--- config.mk ---
export PLATFORM = sky130hd
export DESIGN_NAME = nine_bit_uart
export DESIGN_NICKNAME = d
export VERILOG_FILES = /design/src/rtl/uart9_pkg.sv /design/src/rtl/uart9_rate.sv /design/src/rtl/uart9_tx.sv /design/src/rtl/uart9_rx.sv /design/src/rtl/uart9_flag.sv /design/src/rtl/nine_bit_uart.sv
export SDC_FILE = /design/constraint.sdc
export NUM_CORES = 1
export LEC_CHECK = 0
export BUFFER_PORTS_ARGS = -buffer_cell sky130_fd_sc_hd__buf_4
export CELL_PAD_IN_SITES_DETAIL_PLACEMENT = 1
export CELL_PAD_IN_SITES_GLOBAL_PLACEMENT = 1
export CORE_MARGIN = 2
export CORE_UTILIZATION = 47
export DETAILED_ROUTE_END_ITERATION = 8
export PLACE_DENSITY_LB_ADDON = 0.1
export SKIP_LAST_GASP = 1
export SLEW_MARGIN = 20
export SYNTH_ARGS = -nofsm -noshare
export SYNTH_HDL_FRONTEND = slang
export SYNTH_SLANG_ARGS = --single-unit
--- constraint.sdc ---
create_clock -name clk -period 3.8 [get_ports clk]
set_input_delay 0 -clock clk [delete_from_list [all_inputs] [get_ports clk]]
set_output_delay 0 -clock clk [all_outputs]
set_load 0.02 [all_outputs]
--- src/rtl/uart9_pkg.sv ---
package uart9_pkg;
    localparam int DW        = 8;
    localparam int OSR       = 16;
    localparam int MID       = OSR / 2;
    localparam int PH_W      = $clog2(OSR);
    localparam int FRAME_W   = DW + 3;
    localparam int IDX_W     = $clog2(FRAME_W + 1);
    localparam int NFLAG     = 3;
    localparam int FLG_TI    = 0;
    localparam int FLG_RI    = 1;
    localparam int FLG_FE    = 2;

    typedef struct packed {
        logic [DW-1:0] data;
        logic          nine;
        logic          stop;
        logic          wide;
    } rx_frame_t;

    function automatic logic vote3(input logic [2:0] s);
        return (s[0] & s[1]) | (s[0] & s[2]) | (s[1] & s[2]);
    endfunction

    // bit 0 is sent first
    function automatic logic [FRAME_W-1:0] pack_frame(input logic [DW-1:0] d,
                                                      input logic nine,
                                                      input logic wide);
        return {1'b1, (wide ? nine : 1'b1), d, 1'b0};
    endfunction

    function automatic logic [IDX_W-1:0] stop_index(input logic wide);
        return wide ? IDX_W'(DW + 2) : IDX_W'(DW + 1);
    endfunction
endpackage

--- src/rtl/uart9_rate.sv ---
module uart9_rate (
    input  logic clk,
    input  logic rst,
    input  logic baud_tick,
    input  logic dbl_rate,
    output logic os_tick
);
    logic half_q;

    always_ff @(posedge clk) begin
        if (rst)
            half_q <= 1'b0;
        else if (baud_tick)
            half_q <= ~half_q;
    end

    assign os_tick = baud_tick & (dbl_rate | half_q);
endmodule

--- src/rtl/uart9_tx.sv ---
module uart9_tx
    import uart9_pkg::*;
(
    input  logic          clk,
    input  logic          rst,
    input  logic          os_tick,
    input  logic          nine_en,
    input  logic          wr,
    input  logic [DW-1:0] wdata,
    input  logic          wnine,
    output logic          txd,
    output logic          busy,
    output logic          done
);
    logic [FRAME_W-1:0] sh_q;
    logic [IDX_W-1:0]   idx_q, last_q, nxt_idx;
    logic [PH_W-1:0]    ph_q;
    logic               busy_q, txd_q, bit_end;

    assign nxt_idx = idx_q + 1'b1;
    assign bit_end = busy_q && os_tick && (ph_q == PH_W'(OSR - 1));
    assign done    = bit_end && (idx_q == last_q);

    always_ff @(posedge clk) begin
        if (rst) begin
            sh_q   <= '1;
            idx_q  <= '0;
            last_q <= '0;
            ph_q   <= '0;
            busy_q <= 1'b0;
            txd_q  <= 1'b1;
        end else if (!busy_q) begin
            if (wr) begin
                sh_q   <= pack_frame(wdata, wnine, nine_en);
                last_q <= stop_index(nine_en);
                idx_q  <= '0;
                ph_q   <= '0;
                busy_q <= 1'b1;
                txd_q  <= 1'b0;
            end
        end else if (os_tick) begin
            if (bit_end) begin
                ph_q <= '0;
                if (done) begin
                    busy_q <= 1'b0;
                    txd_q  <= 1'b1;
                end else begin
                    idx_q <= nxt_idx;
                    txd_q <= sh_q[nxt_idx];
                end
            end else begin
                ph_q <= ph_q + 1'b1;
            end
        end
    end

    assign txd  = txd_q;
    assign busy = busy_q;
endmodule

--- src/rtl/uart9_rx.sv ---
module uart9_rx
    import uart9_pkg::*;
(
    input  logic      clk,
    input  logic      rst,
    input  logic      os_tick,
    input  logic      rxd,
    input  logic      nine_en,
    output rx_frame_t frame,
    output logic      frame_ok
);
    logic             s1_q, s2_q, last_q, act_q, wide_q, nine_q;
    logic [PH_W-1:0]  ph_q;
    logic [IDX_W-1:0] idx_q;
    logic [1:0]       samp_q;
    logic [DW-1:0]    sh_q;
    logic             at_vote, at_stop, bit_v;

    assign at_vote  = os_tick && act_q && (ph_q == PH_W'(MID + 1));
    assign at_stop  = (idx_q == stop_index(wide_q));
    assign bit_v    = vote3({samp_q, s2_q});
    assign frame_ok = at_vote && at_stop;

    always_comb begin
        frame.data = sh_q;
        frame.nine = wide_q ? nine_q : bit_v;
        frame.stop = bit_v;
        frame.wide = wide_q;
    end

    always_ff @(posedge clk) begin
        if (rst) begin
            s1_q   <= 1'b1;
            s2_q   <= 1'b1;
            last_q <= 1'b1;
            act_q  <= 1'b0;
            wide_q <= 1'b0;
            nine_q <= 1'b0;
            ph_q   <= '0;
            idx_q  <= '0;
            samp_q <= '0;
            sh_q   <= '0;
        end else begin
            s1_q <= rxd;
            s2_q <= s1_q;
            if (os_tick) begin
                last_q <= s2_q;
                if (!act_q) begin
                    if (!s2_q && last_q) begin
                        act_q  <= 1'b1;
                        ph_q   <= '0;
                        idx_q  <= '0;
                        wide_q <= nine_en;
                    end
                end else begin
                    if (ph_q == PH_W'(OSR - 1)) begin
                        ph_q  <= '0;
                        idx_q <= idx_q + 1'b1;
                    end else begin
                        ph_q <= ph_q + 1'b1;
                    end
                    if (ph_q == PH_W'(MID - 1) || ph_q == PH_W'(MID))
                        samp_q <= {samp_q[0], s2_q};
                    if (at_vote) begin
                        if (idx_q == '0) begin
                            if (bit_v)
                                act_q <= 1'b0;
                        end else if (idx_q <= IDX_W'(DW)) begin
                            sh_q <= {bit_v, sh_q[DW-1:1]};
                        end else if (at_stop) begin
                            act_q <= 1'b0;
                        end else begin
                            nine_q <= bit_v;
                        end
                    end
                end
            end
        end
    end
endmodule

--- src/rtl/uart9_flag.sv ---
module uart9_flag (
    input  logic clk,
    input  logic rst,
    input  logic set,
    input  logic clr,
    output logic q
);
    always_ff @(posedge clk) begin
        if (rst)
            q <= 1'b0;
        else if (set)
            q <= 1'b1;
        else if (clr)
            q <= 1'b0;
    end
endmodule

--- src/rtl/nine_bit_uart.sv ---
module nine_bit_uart
    import uart9_pkg::*;
(
    input  logic          clk,
    input  logic          rst,
    input  logic          baud_tick,
    input  logic          dbl_rate,
    input  logic          frame9,
    input  logic          addr_filt,
    input  logic          fe_sel,
    input  logic          tx_wr,
    input  logic [DW-1:0] tx_data,
    input  logic          tx_bit9,
    input  logic          ti_clr,
    input  logic          ri_clr,
    input  logic          fe_clr,
    input  logic          rxd,
    output logic          txd,
    output logic [DW-1:0] rx_data,
    output logic          rx_bit9,
    output logic          ti,
    output logic          ri,
    output logic          fe,
    output logic          mode_fe
);
    logic             os_tick, tx_busy, tx_done, rx_ok, rx_take;
    rx_frame_t        rx_f;
    logic [NFLAG-1:0] fl_set, fl_clr, fl_q;

    uart9_rate u_rate (
        .clk(clk), .rst(rst), .baud_tick(baud_tick),
        .dbl_rate(dbl_rate), .os_tick(os_tick)
    );

    uart9_tx u_tx (
        .clk(clk), .rst(rst), .os_tick(os_tick), .nine_en(frame9),
        .wr(tx_wr), .wdata(tx_data), .wnine(tx_bit9),
        .txd(txd), .busy(tx_busy), .done(tx_done)
    );

    uart9_rx u_rx (
        .clk(clk), .rst(rst), .os_tick(os_tick), .rxd(rxd),
        .nine_en(frame9), .frame(rx_f), .frame_ok(rx_ok)
    );

    // data frames are dropped by a filtering listener
    assign rx_take = rx_ok && !(rx_f.wide && addr_filt && !rx_f.nine);

    always_ff @(posedge clk) begin
        if (rst) begin
            rx_data <= '0;
            rx_bit9 <= 1'b0;
        end else if (rx_take) begin
            rx_data <= rx_f.data;
            rx_bit9 <= rx_f.nine;
        end
    end

    assign fl_set[FLG_TI] = tx_done;
    assign fl_set[FLG_RI] = rx_take;
    assign fl_set[FLG_FE] = rx_ok && !rx_f.stop;
    assign fl_clr[FLG_TI] = ti_clr;
    assign fl_clr[FLG_RI] = ri_clr;
    assign fl_clr[FLG_FE] = fe_clr;

    for (genvar gi = 0; gi < NFLAG; gi++) begin : g_flag
        uart9_flag u_flag (
            .clk(clk), .rst(rst), .set(fl_set[gi]),
            .clr(fl_clr[gi]), .q(fl_q[gi])
        );
    end

    assign ti      = fl_q[FLG_TI];
    assign ri      = fl_q[FLG_RI];
    assign fe      = fl_q[FLG_FE];
    assign mode_fe = fe_sel ? fe : frame9;
endmodule

==> flow_summary.yaml <==
finish:
  num_antenna_cells: 0
  final_nets: 392
  drive_gt1_share_pct: 16.5
  final_core_util_pct: 58.1
  regArea_mm2: 0.00120
  multi_input_area_mm2: 0.00149
  syn_to_final_growth_pct: 21.3
  final.fill_count: 701
floorplanning:
  die_w_um: 81.2
  dieArea_mm2: 0.00659
  num_rows: 28
  chipHeight_um: 81.2
  initial_core_util_pct: 47.9
  core-area_mm2: 0.00585
  io_pins: 35
sta:
  hold_viol_final: 0
  slew_viol_final: 0
  fin_crit_sh_pct: 55.7
  finalSetupViolations: 0
  finalWorstSetupSlack_ns: 1.68
  period_needed_ns: 2.12
  rsz0062_at_grt: "false"
  worst_slew_pin_slew_ns: 1.01
  relSlewSlack_pct: 32.6
  fin_setup_tns_ns: 0
  whs_ns: 0.0158
  skew_ns: 0.0133
  timing.fmax_ghz: 0.472
logic_synthesis:
  synth_ff_type: "dfxtp_1"
  yosysTopAreaCell: "dfxtp_1"
  yosysWarningCount: 0
  yosysUniqueCellTypes: 53
  async_flop_share_pct: 0
  ys_seq_area_share_pct: 42.9
  synth_edf_count: 0
  syn_nets: 349
  synthTopCellsByArea: "dfxtp_1, a21oi_1, nand3_1, o21ai_0, nand2_1"
  post-synth-top-area-fraction_pct: 42.9
  syn_inst: 321
  avgSynthCellArea_um2: 8.72
  yosys_register_bits: 60
  netlist_area_mm2: 0.00280
setup_path:
  endpoint_kind: "flop"
  worst_setup_path_start_kind: "flop"
  r2r_slack_ns: 1.68
  crit_path_start: "u_tx.idx_q[0]"
  worstPathRequired_ns: 4.02
  arrival_ns: 2.33
  worstRegToRegCells: 5
  path_class: "flop to flop"
  reg2reg_from: "u_tx.idx_q[0]"
  critPathMaxFanout: 9
route:
  vias: 2529
  drc: 0
  drt_iter0_drc: 100
  via_per_inst: 5.70
  drt_first_pass_iters: 4
  drt-total-wl_um: 7170
  wl_per_cell_um: 16.2
  antenna_left: 0
clock_network:
  cts_buffers: 9
  path_clk_slew_ns: 0.07
  hold_buffers: 15
  root_buffer: "clkbuf_8"
  cts_resized: 0
  cts_setup_buffers: 0
  clk_latency_ns: 0.34
  htreeDepth: 3
  cts_sinks: 60
  cts_buffer_depth: 2
  cts_tree: "built"
power_and_ir_drop:
  switching_share_pct: 25.3
  fin_total_pwr_mw: 1.29
  p_switching_uw: 326
  p_seq_share_pct: 50.9
  power_frac_clock_pct: 41.1
  comb_power_share_pct: 8.0
  power_leakage_nw: 1.32
  ir_drop_v: 0.000322
  p_per_area_mw_per_mm2: 380
  p_int_uw: 964
worst_hold_path:
  min-delay-start: "fe_clr"
  min_path_cells: 4
  hp-class: "primary input to flop"
placed_design:
  port_buffers: 34
  dp_hpwl_um: 4670
  place_congestion: 0.799
  pre_cts_ws_ns: 1.71
flow_run:
  maxCapViolCount: 0
global_route:
  grt_max_degree: 61
  grt_pass1_wl_um: 11800
  overflow: 0
  grt_pass1_vias: 2444
  grt_use_total_pct: 23.4
  antenna_found_initial: 0
run_status:
  outcome: "finished, final reports clean"
[registers in the layout, summed over array words and instances, names as in the netlist, 2 cells and up]
signal           flops
g_flag.u_flag.q      3
rx_data              8
u_rx.idx_q           4
u_rx.ph_q            4
u_rx.samp_q          2
u_rx.sh_q            8
u_tx.idx_q           4
u_tx.last_q          3
u_tx.ph_q            4
u_tx.sh_q           10
[metal layers]
metal / vias to the layer above / track usage [%] / part of all wire (%)
li1: 1241 / - / -
met1: 1238 / 30.3 / 47
met2: 40 / 38.8 / 49
met3: 10 / 4.44 / 3.1
met4: 0 / 8.64 / 1.6
met5: - / 0 / 0
[layout by cell type, fill, tap and decap left out, drive strengths merged, types with 3 or more instances in the layout]
master	synthesis	routed
mux2i	4	4
nand3b	14	14
ha	7	7
or2	4	4
nand3	23	23
nand4	3	3
dlygate4sd3	0	15
xnor2	5	5
clkbuf	12	12
or4	3	3
nor2b	6	6
nand2	28	28
nand2b	4	4
o21ai	27	27
clkinv	0	4
dfxtp	60	60
inv	8	8
a21oi	35	35
buf	5	34
nor2	20	20
xor2	6	6
and3	4	4
a311oi	5	5
[metrics by stage]
stage               cells  instance area, um2
CTS                   444                3400
global route          444                3400
floorplan             321                2800
detailed placement    413                3070
finish                444                3400
global placement      413                3070
[cells by family (layout without fill, tap and decap cells)]
logic type	Yosys count	count (layout)	synth area share (%)
AND/OR/NAND/NOR	121	121	23.1
AO/OA/AOI/OAI	88	88	19.2
flip-flops	60	60	42.9
buffers and inverters	25	73	3.98
XOR/XNOR	11	11	3.44
adder cells (fa/ha/maj)	8	8	3.49
multiplexers	8	8	3.84
[cells in the mapped netlist, drive strengths merged (6+ instances only)]
master  count
dfxtp      60
clkbuf     12
nor2       20
o21ai      27
nand3      23
a21oi      35
xor2        6
nor2b       6
inv         8
nand3b     14
nand2      28
ha          7
[critical path, cell delays in order (launching register included)]
cell,delay (ns)
dfxtp_1,0.41
ha_1,0.46
mux4_2,0.52
mux2i_1,0.14
nor2_1,0.06
o41a_1,0.40
[area by class of cell]
cell class	instances	share of cell area (%)
inverter	8	0.884
timing repair buffer	49	11.9
tap	75	2.76
sequential	60	35.4
multi-input combinational	236	43.8
clock buffer	12	4.57
clock inverter	4	0.700
[worst paths after layout]
kind                                           end
worst max register to register            u_tx.txd
worst min-delay path            g_flag[2].u_flag.q
worst min register to register           u_rx.s2_q
worst max-delay path                      u_tx.txd
[power by group through the flow]
stage	clock, mW	sequential, mW	combinational [mW]
after global routing	0.576	0.659	0.115
after CTS	0.541	0.657	0.104
after global placement	0	0.671	0.0874
final	0.531	0.657	0.103
after detailed placement	0	0.671	0.0906
after floorplan	0	0.668	0.0599
Power figures use the tool's default switching activity.
